**src/rtl/awp_pkg.sv**
```systemverilog
package awp_pkg;
    typedef enum logic [1:0] {
        S_IDLE = 2'd0,
        S_PROG = 2'd1,
        S_WAIT = 2'd2
    } awp_state_e;

    localparam logic [7:0] OP_PAIR  = 8'hAD;
    localparam logic [7:0] OP_WDIS  = 8'h04;
    localparam logic [7:0] OP_RBON  = 8'h70;
    localparam logic [7:0] OP_RBOFF = 8'h80;

    localparam int NB_OPEN = 6;
    localparam int NB_CONT = 3;
    localparam int NB_CMD  = 1;
endpackage

```
**src/rtl/awp_frame_dec.sv**
```systemverilog
module awp_frame_dec
    import awp_pkg::*;
#(
    parameter int NBW = 4
) (
    input  logic           frm_end,
    input  logic [7:0]     frm_op,
    input  logic [NBW-1:0] frm_nbytes,
    input  logic           frm_partial,
    input  logic           in_sess,
    input  logic           ready,
    input  logic           busy,
    output logic           open_ok,
    output logic           cont_ok,
    output logic           wdis_ok,
    output logic           rbon_ok,
    output logic           rboff_ok
);
    logic whole;
    logic one_byte;

    always_comb begin
        whole    = frm_end && !frm_partial;
        one_byte = (frm_nbytes == NBW'(NB_CMD));
        open_ok  = whole && !in_sess && (frm_op == OP_PAIR) && (frm_nbytes == NBW'(NB_OPEN));
        cont_ok  = whole && ready && (frm_op == OP_PAIR) && (frm_nbytes == NBW'(NB_CONT));
        wdis_ok  = whole && !busy && (frm_op == OP_WDIS) && one_byte;
        rbon_ok  = whole && !in_sess && (frm_op == OP_RBON) && one_byte;
        rboff_ok = whole && !in_sess && (frm_op == OP_RBOFF) && one_byte;
    end
endmodule

```
**src/rtl/awp_addr_track.sv**
```systemverilog
module awp_addr_track #(
    parameter int AW = 24
) (
    input  logic          clk,
    input  logic          rst_n,
    input  logic          load,
    input  logic [AW-1:0] load_val,
    input  logic          adv,
    output logic [AW-1:0] cur,
    output logic [AW-1:0] nxt,
    output logic          last
);
    localparam logic [AW:0] STEP = (AW+1)'(2);

    logic [AW:0] sum;

    always_comb begin
        sum  = {1'b0, cur} + STEP;
        nxt  = sum[AW-1:0];
        last = sum[AW];
    end

    always_ff @(posedge clk or negedge rst_n) begin
        if (!rst_n) begin
            cur <= '0;
        end else if (load) begin
            cur <= load_val;
        end else if (adv) begin
            cur <= nxt;
        end
    end
endmodule

```
**src/rtl/awp_busy_timer.sv**
```systemverilog
module awp_busy_timer #(
    parameter int BUSY_CYC = 16
) (
    input  logic clk,
    input  logic rst_n,
    input  logic start,
    output logic running,
    output logic done
);
    localparam int CW = (BUSY_CYC > 1) ? $clog2(BUSY_CYC) : 1;
    localparam logic [CW-1:0] LOADV = CW'(BUSY_CYC - 1);

    logic [CW-1:0] cnt;

    assign done = running && (cnt == '0);

    always_ff @(posedge clk or negedge rst_n) begin
        if (!rst_n) begin
            cnt     <= '0;
            running <= 1'b0;
        end else if (start) begin
            cnt     <= LOADV;
            running <= 1'b1;
        end else if (running) begin
            if (cnt == '0) begin
                running <= 1'b0;
            end else begin
                cnt <= cnt - 1'b1;
            end
        end
    end
endmodule

```
**src/rtl/autoinc_word_prog.sv**
```systemverilog
module autoinc_word_prog
    import awp_pkg::*;
#(
    parameter int AW       = 24,
    parameter int NBW      = 4,
    parameter int BUSY_CYC = 16
) (
    input  logic           clk,
    input  logic           rst_n,
    input  logic           cs_n,
    input  logic           frm_end,
    input  logic [7:0]     frm_op,
    input  logic [AW-1:0]  frm_addr,
    input  logic [7:0]     frm_d0,
    input  logic [7:0]     frm_d1,
    input  logic [NBW-1:0] frm_nbytes,
    input  logic           frm_partial,
    input  logic           wel_in,
    input  logic           prot_hit,
    output logic [AW-1:0]  prot_addr,
    output logic           wr_req,
    output logic [AW-1:0]  wr_addr,
    output logic [7:0]     wr_lo,
    output logic [7:0]     wr_hi,
    output logic           wel_clr,
    output logic           sess_open,
    output logic           busy,
    output logic           rb_mode,
    output logic           so_oe,
    output logic           so_out
);
    awp_state_e state, state_nx;

    logic          open_ok, cont_ok, wdis_ok, rbon_ok, rboff_ok;
    logic          t_run, t_done;
    logic [AW-1:0] cur_addr, nxt_addr, open_addr;
    logic          at_top;
    logic          launch_open, launch_cont, launch, range_end, adv;

    assign open_addr = {frm_addr[AW-1:1], 1'b0};
    assign sess_open = (state != S_IDLE);
    assign busy      = (state == S_PROG);

    awp_frame_dec #(.NBW(NBW)) u_dec (
        .frm_end     (frm_end),
        .frm_op      (frm_op),
        .frm_nbytes  (frm_nbytes),
        .frm_partial (frm_partial),
        .in_sess     (sess_open),
        .ready       (state == S_WAIT),
        .busy        (busy),
        .open_ok     (open_ok),
        .cont_ok     (cont_ok),
        .wdis_ok     (wdis_ok),
        .rbon_ok     (rbon_ok),
        .rboff_ok    (rboff_ok)
    );

    awp_busy_timer #(.BUSY_CYC(BUSY_CYC)) u_tmr (
        .clk     (clk),
        .rst_n   (rst_n),
        .start   (launch),
        .running (t_run),
        .done    (t_done)
    );

    awp_addr_track #(.AW(AW)) u_addr (
        .clk      (clk),
        .rst_n    (rst_n),
        .load     (launch_open),
        .load_val (open_addr),
        .adv      (adv),
        .cur      (cur_addr),
        .nxt      (nxt_addr),
        .last     (at_top)
    );

    // Protection query: opening target while idle, next pair otherwise.
    assign prot_addr = (state == S_IDLE) ? open_addr : nxt_addr;

    always_comb begin
        launch_open = (state == S_IDLE) && open_ok && wel_in && !prot_hit;
        launch_cont = (state == S_WAIT) && cont_ok && !wdis_ok;
        launch      = launch_open || launch_cont;
        range_end   = (state == S_PROG) && t_done && (at_top || prot_hit);
        adv         = (state == S_PROG) && t_done && !range_end;
    end

    always_comb begin
        state_nx = state;
        unique case (state)
            S_IDLE: if (launch_open) state_nx = S_PROG;
            S_PROG: if (t_done)      state_nx = range_end ? S_IDLE : S_WAIT;
            S_WAIT: begin
                if (wdis_ok)          state_nx = S_IDLE;
                else if (launch_cont) state_nx = S_PROG;
            end
            default: state_nx = S_IDLE;
        endcase
    end

    always_ff @(posedge clk or negedge rst_n) begin
        if (!rst_n) state <= S_IDLE;
        else        state <= state_nx;
    end

    always_ff @(posedge clk or negedge rst_n) begin
        if (!rst_n) begin
            wr_req  <= 1'b0;
            wr_addr <= '0;
            wr_lo   <= '0;
            wr_hi   <= '0;
            wel_clr <= 1'b0;
            rb_mode <= 1'b0;
        end else begin
            wr_req  <= launch;
            wel_clr <= wdis_ok || range_end;
            if (launch) begin
                wr_addr <= launch_open ? open_addr : cur_addr;
                wr_lo   <= frm_d0;
                wr_hi   <= frm_d1;
            end
            if (rbon_ok)       rb_mode <= 1'b1;
            else if (rboff_ok) rb_mode <= 1'b0;
        end
    end

    // Ready/busy on data-out: 0 = busy, 1 = ready.
    always_comb begin
        so_oe  = rb_mode && sess_open && !cs_n;
        so_out = so_oe ? !t_run : 1'b0;
    end
endmodule

```
**config.mk**
```make
export PLATFORM = sky130hd
export DESIGN_NAME = autoinc_word_prog
export DESIGN_NICKNAME = d
export VERILOG_FILES = /design/src/rtl/awp_pkg.sv /design/src/rtl/awp_frame_dec.sv /design/src/rtl/awp_addr_track.sv /design/src/rtl/awp_busy_timer.sv /design/src/rtl/autoinc_word_prog.sv
export SDC_FILE = /design/constraint.sdc
export NUM_CORES = 1
export LEC_CHECK = 0
export ABC_AREA = 1
export BUFFER_PORTS_ARGS = -buffer_cell sky130_fd_sc_hd__buf_2
export CAP_MARGIN = 20
export CORE_UTILIZATION = 25
export DETAILED_ROUTE_END_ITERATION = 6
export GPL_TIMING_DRIVEN = 0
export HOLD_SLACK_MARGIN = 0.1
export SLEW_MARGIN = 25
export SYNTH_ARGS = -nofsm -noshare
export SYNTH_HDL_FRONTEND = slang
export SYNTH_HIERARCHICAL = 1
export SYNTH_SLANG_ARGS = --single-unit
```
**constraint.sdc**
```tcl
create_clock -name clk -period 3.5 [get_ports clk]
set_input_delay 0.7 -clock clk [delete_from_list [all_inputs] [get_ports clk]]
set_output_delay 0.7 -clock clk [all_outputs]
set_load 0.1 [all_outputs]
```
==> flow_metrics.py <==
metrics = {
    "grt": {
        "grt_first_pass_wirelength_um": 25590,
        "antenna_found_initial": 1,
        "grt_max_degree": 49,
        "track_usage_pct": 16.88,
        "grt_overflow": 0,
        "grt_pass1_vias": 4775,
    },
    "clock_tree": {
        "cts_htree_levels": 3,
        "insertion_delay_ps": 350,
        "clk_pin_slew_ps": 70,
        "cts_sinks": 74,
        "cts_root_buf": "clkbuf_16",
        "cts_made_buffers": 9,
        "cts_hold_buf": 0,
        "cts_buffer_depth": 2,
        "cts_tree": "done",
    },
    "finish": {
        "drive_above_1_share_pct": 26.58,
        "area_growth_pct": 27.67,
        "final_area_um2": 6032,
        "fin_nets": 861,
        "num_antenna_cells": 0,
        "fin_cells": 1034,
    },
    "pwr": {
        "p_leak_nw": 3.323,
        "peakVddDrop_v": 0.0002323,
        "cellPowerDensity_nw_per_um2": 386.3,
    },
    "yosys": {
        "ys_ff_latch": 74,
        "synth_compound_area_share_pct": 5.350,
        "synth-xor-area-share_pct": 1.298,
        "syn_nets": 719,
        "synth_ff_type": "dfrtp_1",
        "synth.distinct_cells": 36,
        "avgSynthCellArea_um2": 7.180,
        "synthSimpleGateAreaFrac_pct": 45.02,
        "seq_area_frac_synth_pct": 39.19,
        "synthArstFlopShare_pct": 100.0,
        "synth_mux_area_share_pct": 0,
        "syn_area_um2": 4725,
        "netlist_instances": 658,
        "synth_top_family_by_area": "simple AND/OR/NAND/NOR gates",
        "yosys_warnings": 6,
        "synthAdderAreaFrac_pct": 0.5297,
        "synth-edff-count": 0,
    },
    "worst_setup_path": {
        "end_kind": "flip-flop",
        "reg2reg_slack_ps": 280,
        "required_ps": 3730,
        "start_kind": "flip-flop",
        "cp.arrival_ps": 3440,
        "path_max_fanout": 12,
        "setup.worst_path.class": "flip-flop to flip-flop",
    },
    "min_path": {
        "hold_path.class": "input port to async pin",
    },
    "floorplan": {
        "pin_count": 130,
        "rows": 49,
        "die-height_um": 139.5,
        "core_area_um2": 18270,
        "die_x_um": 139.5,
        "dieArea_um2": 19450,
        "start_util_pct": 25.86,
    },
    "placement": {
        "placed_cells": 1016,
        "portBuffers": 128,
        "hpwl_um": 12070,
        "placed_area_um2": 5693,
        "gp_congestion": 0.8774,
    },
    "drt": {
        "post_drt_via_cell_ratio": 4.712,
        "post-route-drc-count": 0,
        "drt_iter0_drc": 370,
        "dr_total_vias": 4872,
        "wirelength_um": 15820,
        "ant_nets": 0,
        "drt_first_pass_iters": 5,
        "wl_per_cell_um": 15.30,
    },
    "sta": {
        "setup_viol": 0,
        "finalMaxSlewViolations": 0,
        "period_share_pct": 91.96,
        "setup_tns_ps": 0,
        "tightest_slew_ps": 742.1,
        "rsz0062_at_grt": "no",
        "finalHoldViolCount": 0,
        "fmaxAchievable_mhz": 310.7,
        "slew_headroom_pct": 50.52,
        "clock_skew_ps": 10.19,
        "holdWs_ps": 279.5,
        "min_period_ps": 3219,
    },
    "status": {
        "status": "completed",
    },
    "job": {
        "maxCapViolations": 0,
    },
}
[flip-flops by register name (all words and copies together), names as in the netlist]
name           count
u_tmr/running      1
rb_mode            1
wel_clr            1
state              2
wr_lo              8
u_tmr/cnt          4
wr_req             1
wr_hi              8
u_addr/cur        24
wr_addr           24
[routing by layer]
metal,wire [um],vias up,global-route usage [%]
met5,10,-,0
met4,231,2,5.088
met3,1205,24,3.889
met2,7081,171,26.90
met1,7294,2227,22.65
li1,-,2448,-
[path summary, 6_finish.rpt]
path                            cells past startpoint     startpoint        endpoint
worst max-delay path                               18       state[0]  u_addr/cur[15]
worst min-delay path                                1          rst_n     wr_addr[11]
worst max register to register                     18       state[0]  u_addr/cur[15]
worst min register to register                      2  u_addr/cur[0]   u_addr/cur[0]
max in group asynchronous                           2          rst_n     wr_addr[15]
min in group clk                                    2  u_addr/cur[0]   u_addr/cur[0]
[metrics by stage]
| stage | utilization, % | total power [mW] | setup WS (ps) |
|---|---|---|---|
| 2_1_floorplan | - | 1.229 | -51.13 |
| 3_3_place_gp | 31.00 | 1.359 | 53.59 |
| 3_5_place_dp | 31.16 | 1.364 | 51.98 |
| 4_1_cts | 32.84 | 2.349 | 11.39 |
| 5_1_grt | 33.02 | 2.412 | 67.22 |
| 6_report | 33.02 | 2.330 | 281.4 |
[critical path: stages, from the launching register on]
cell	delay [ps]
dfrtp_1	450
nor2_4	210
inv_1	150
buf_2	250
nor2_1	130
nand2_1	60
nor2_1	90
nand2_1	70
inv_1	220
nand3_4	170
buf_2	230
inv_1	70
buf_4	160
inv_1	80
nand2_2	210
clkinvlp_4	150
buf_2	220
nand3_1	110
nand2_1	60
[Yosys cell counts, types with 2 or more instances]
master / number / area share (%)
ha_1: 2 / 0.53
a22oi_1: 16 / 2.5
inv_1: 54 / 4.3
xor2_1: 6 / 1.1
clkinv_1: 2 / 0.16
nand2_4: 5 / 1.2
o21ai_0: 3 / 0.32
inv_2: 7 / 0.56
buf_1: 3 / 0.24
and2_1: 10 / 1.3
nand3_1: 91 / 9.6
nand2_1: 220 / 17
nor2_1: 31 / 2.5
dfrtp_1: 74 / 39
o21ai_1: 7 / 0.74
clkbuf_1: 14 / 1.1
nor2_2: 6 / 0.79
nand4_1: 48 / 6.4
nor2_4: 9 / 2.1
nand2_2: 7 / 0.93
buf_4: 2 / 0.32
o21bai_1: 6 / 0.95
buf_2: 14 / 1.5
nand3_2: 6 / 1.3
nor2_8: 2 / 0.85
o211ai_1: 3 / 0.48
[cell type report]
type / count / area (um^2)
Buffer: 34 / 161.4
Clock buffer: 9 / 225.2
Clock inverter: 7 / 81.33
Fill cell: 2016 / 12240
Inverter: 64 / 246.5
Multi-Input combinational cell: 486 / 2494
Sequential cell: 74 / 1852
Tap cell: 229 / 286.5
Timing Repair Buffer: 131 / 685.7
[logic make-up (layout without fill, tap and decap cells)]
kind of cell,Yosys count,after routing
simple gates,439,439
buf+inv,98,245
flops,74,74
fa+ha+maj,2,2
compound gates,37,37
other cells,1,1
xor+xnor,7,7
[repair_timing]
action | CTS | global route
buffers inserted | 0 | 2
hold endpoints to repair | 0 | 0
resized for setup | 0 | 5
setup endpoints to repair | 0 | 16
[placed cells by master, fill, tap and decap left out, types with 2 or more instances in the layout]
cell type,Yosys,final
xor2_1,6,6
clkbuf_16,0,9
inv_2,7,7
nand4_1,48,48
o21ai_1,7,7
o21bai_1,6,6
inv_6,0,4
buf_4,2,5
nor2_1,31,31
nand3_2,6,5
nor2_2,6,5
o211ai_1,3,3
nor2_4,9,10
clkinvlp_4,0,2
buf_1,3,3
nand2_1,220,220
nand3_1,91,91
dfrtp_1,74,74
nand2_2,7,7
a22oi_1,16,16
buf_2,14,141
clkbuf_1,14,13
and2_1,10,10
nor2_8,2,2
o21ai_0,3,3
nand2_4,5,5
inv_1,54,54
nor3_2,1,2
ha_1,2,2
[power by group]
group / switching, mW / leakage [nW] / internal [mW] / total (mW)
registers: 0.0157 / 1.01 / 0.867 / 0.883
logic: 0.374 / 2.16 / 0.0923 / 0.466
clock network: 0.417 / 0.147 / 0.564 / 0.981
total: 0.807 / 3.32 / 1.52 / 2.33
Note: power is estimated with default switching activity, not from simulation.
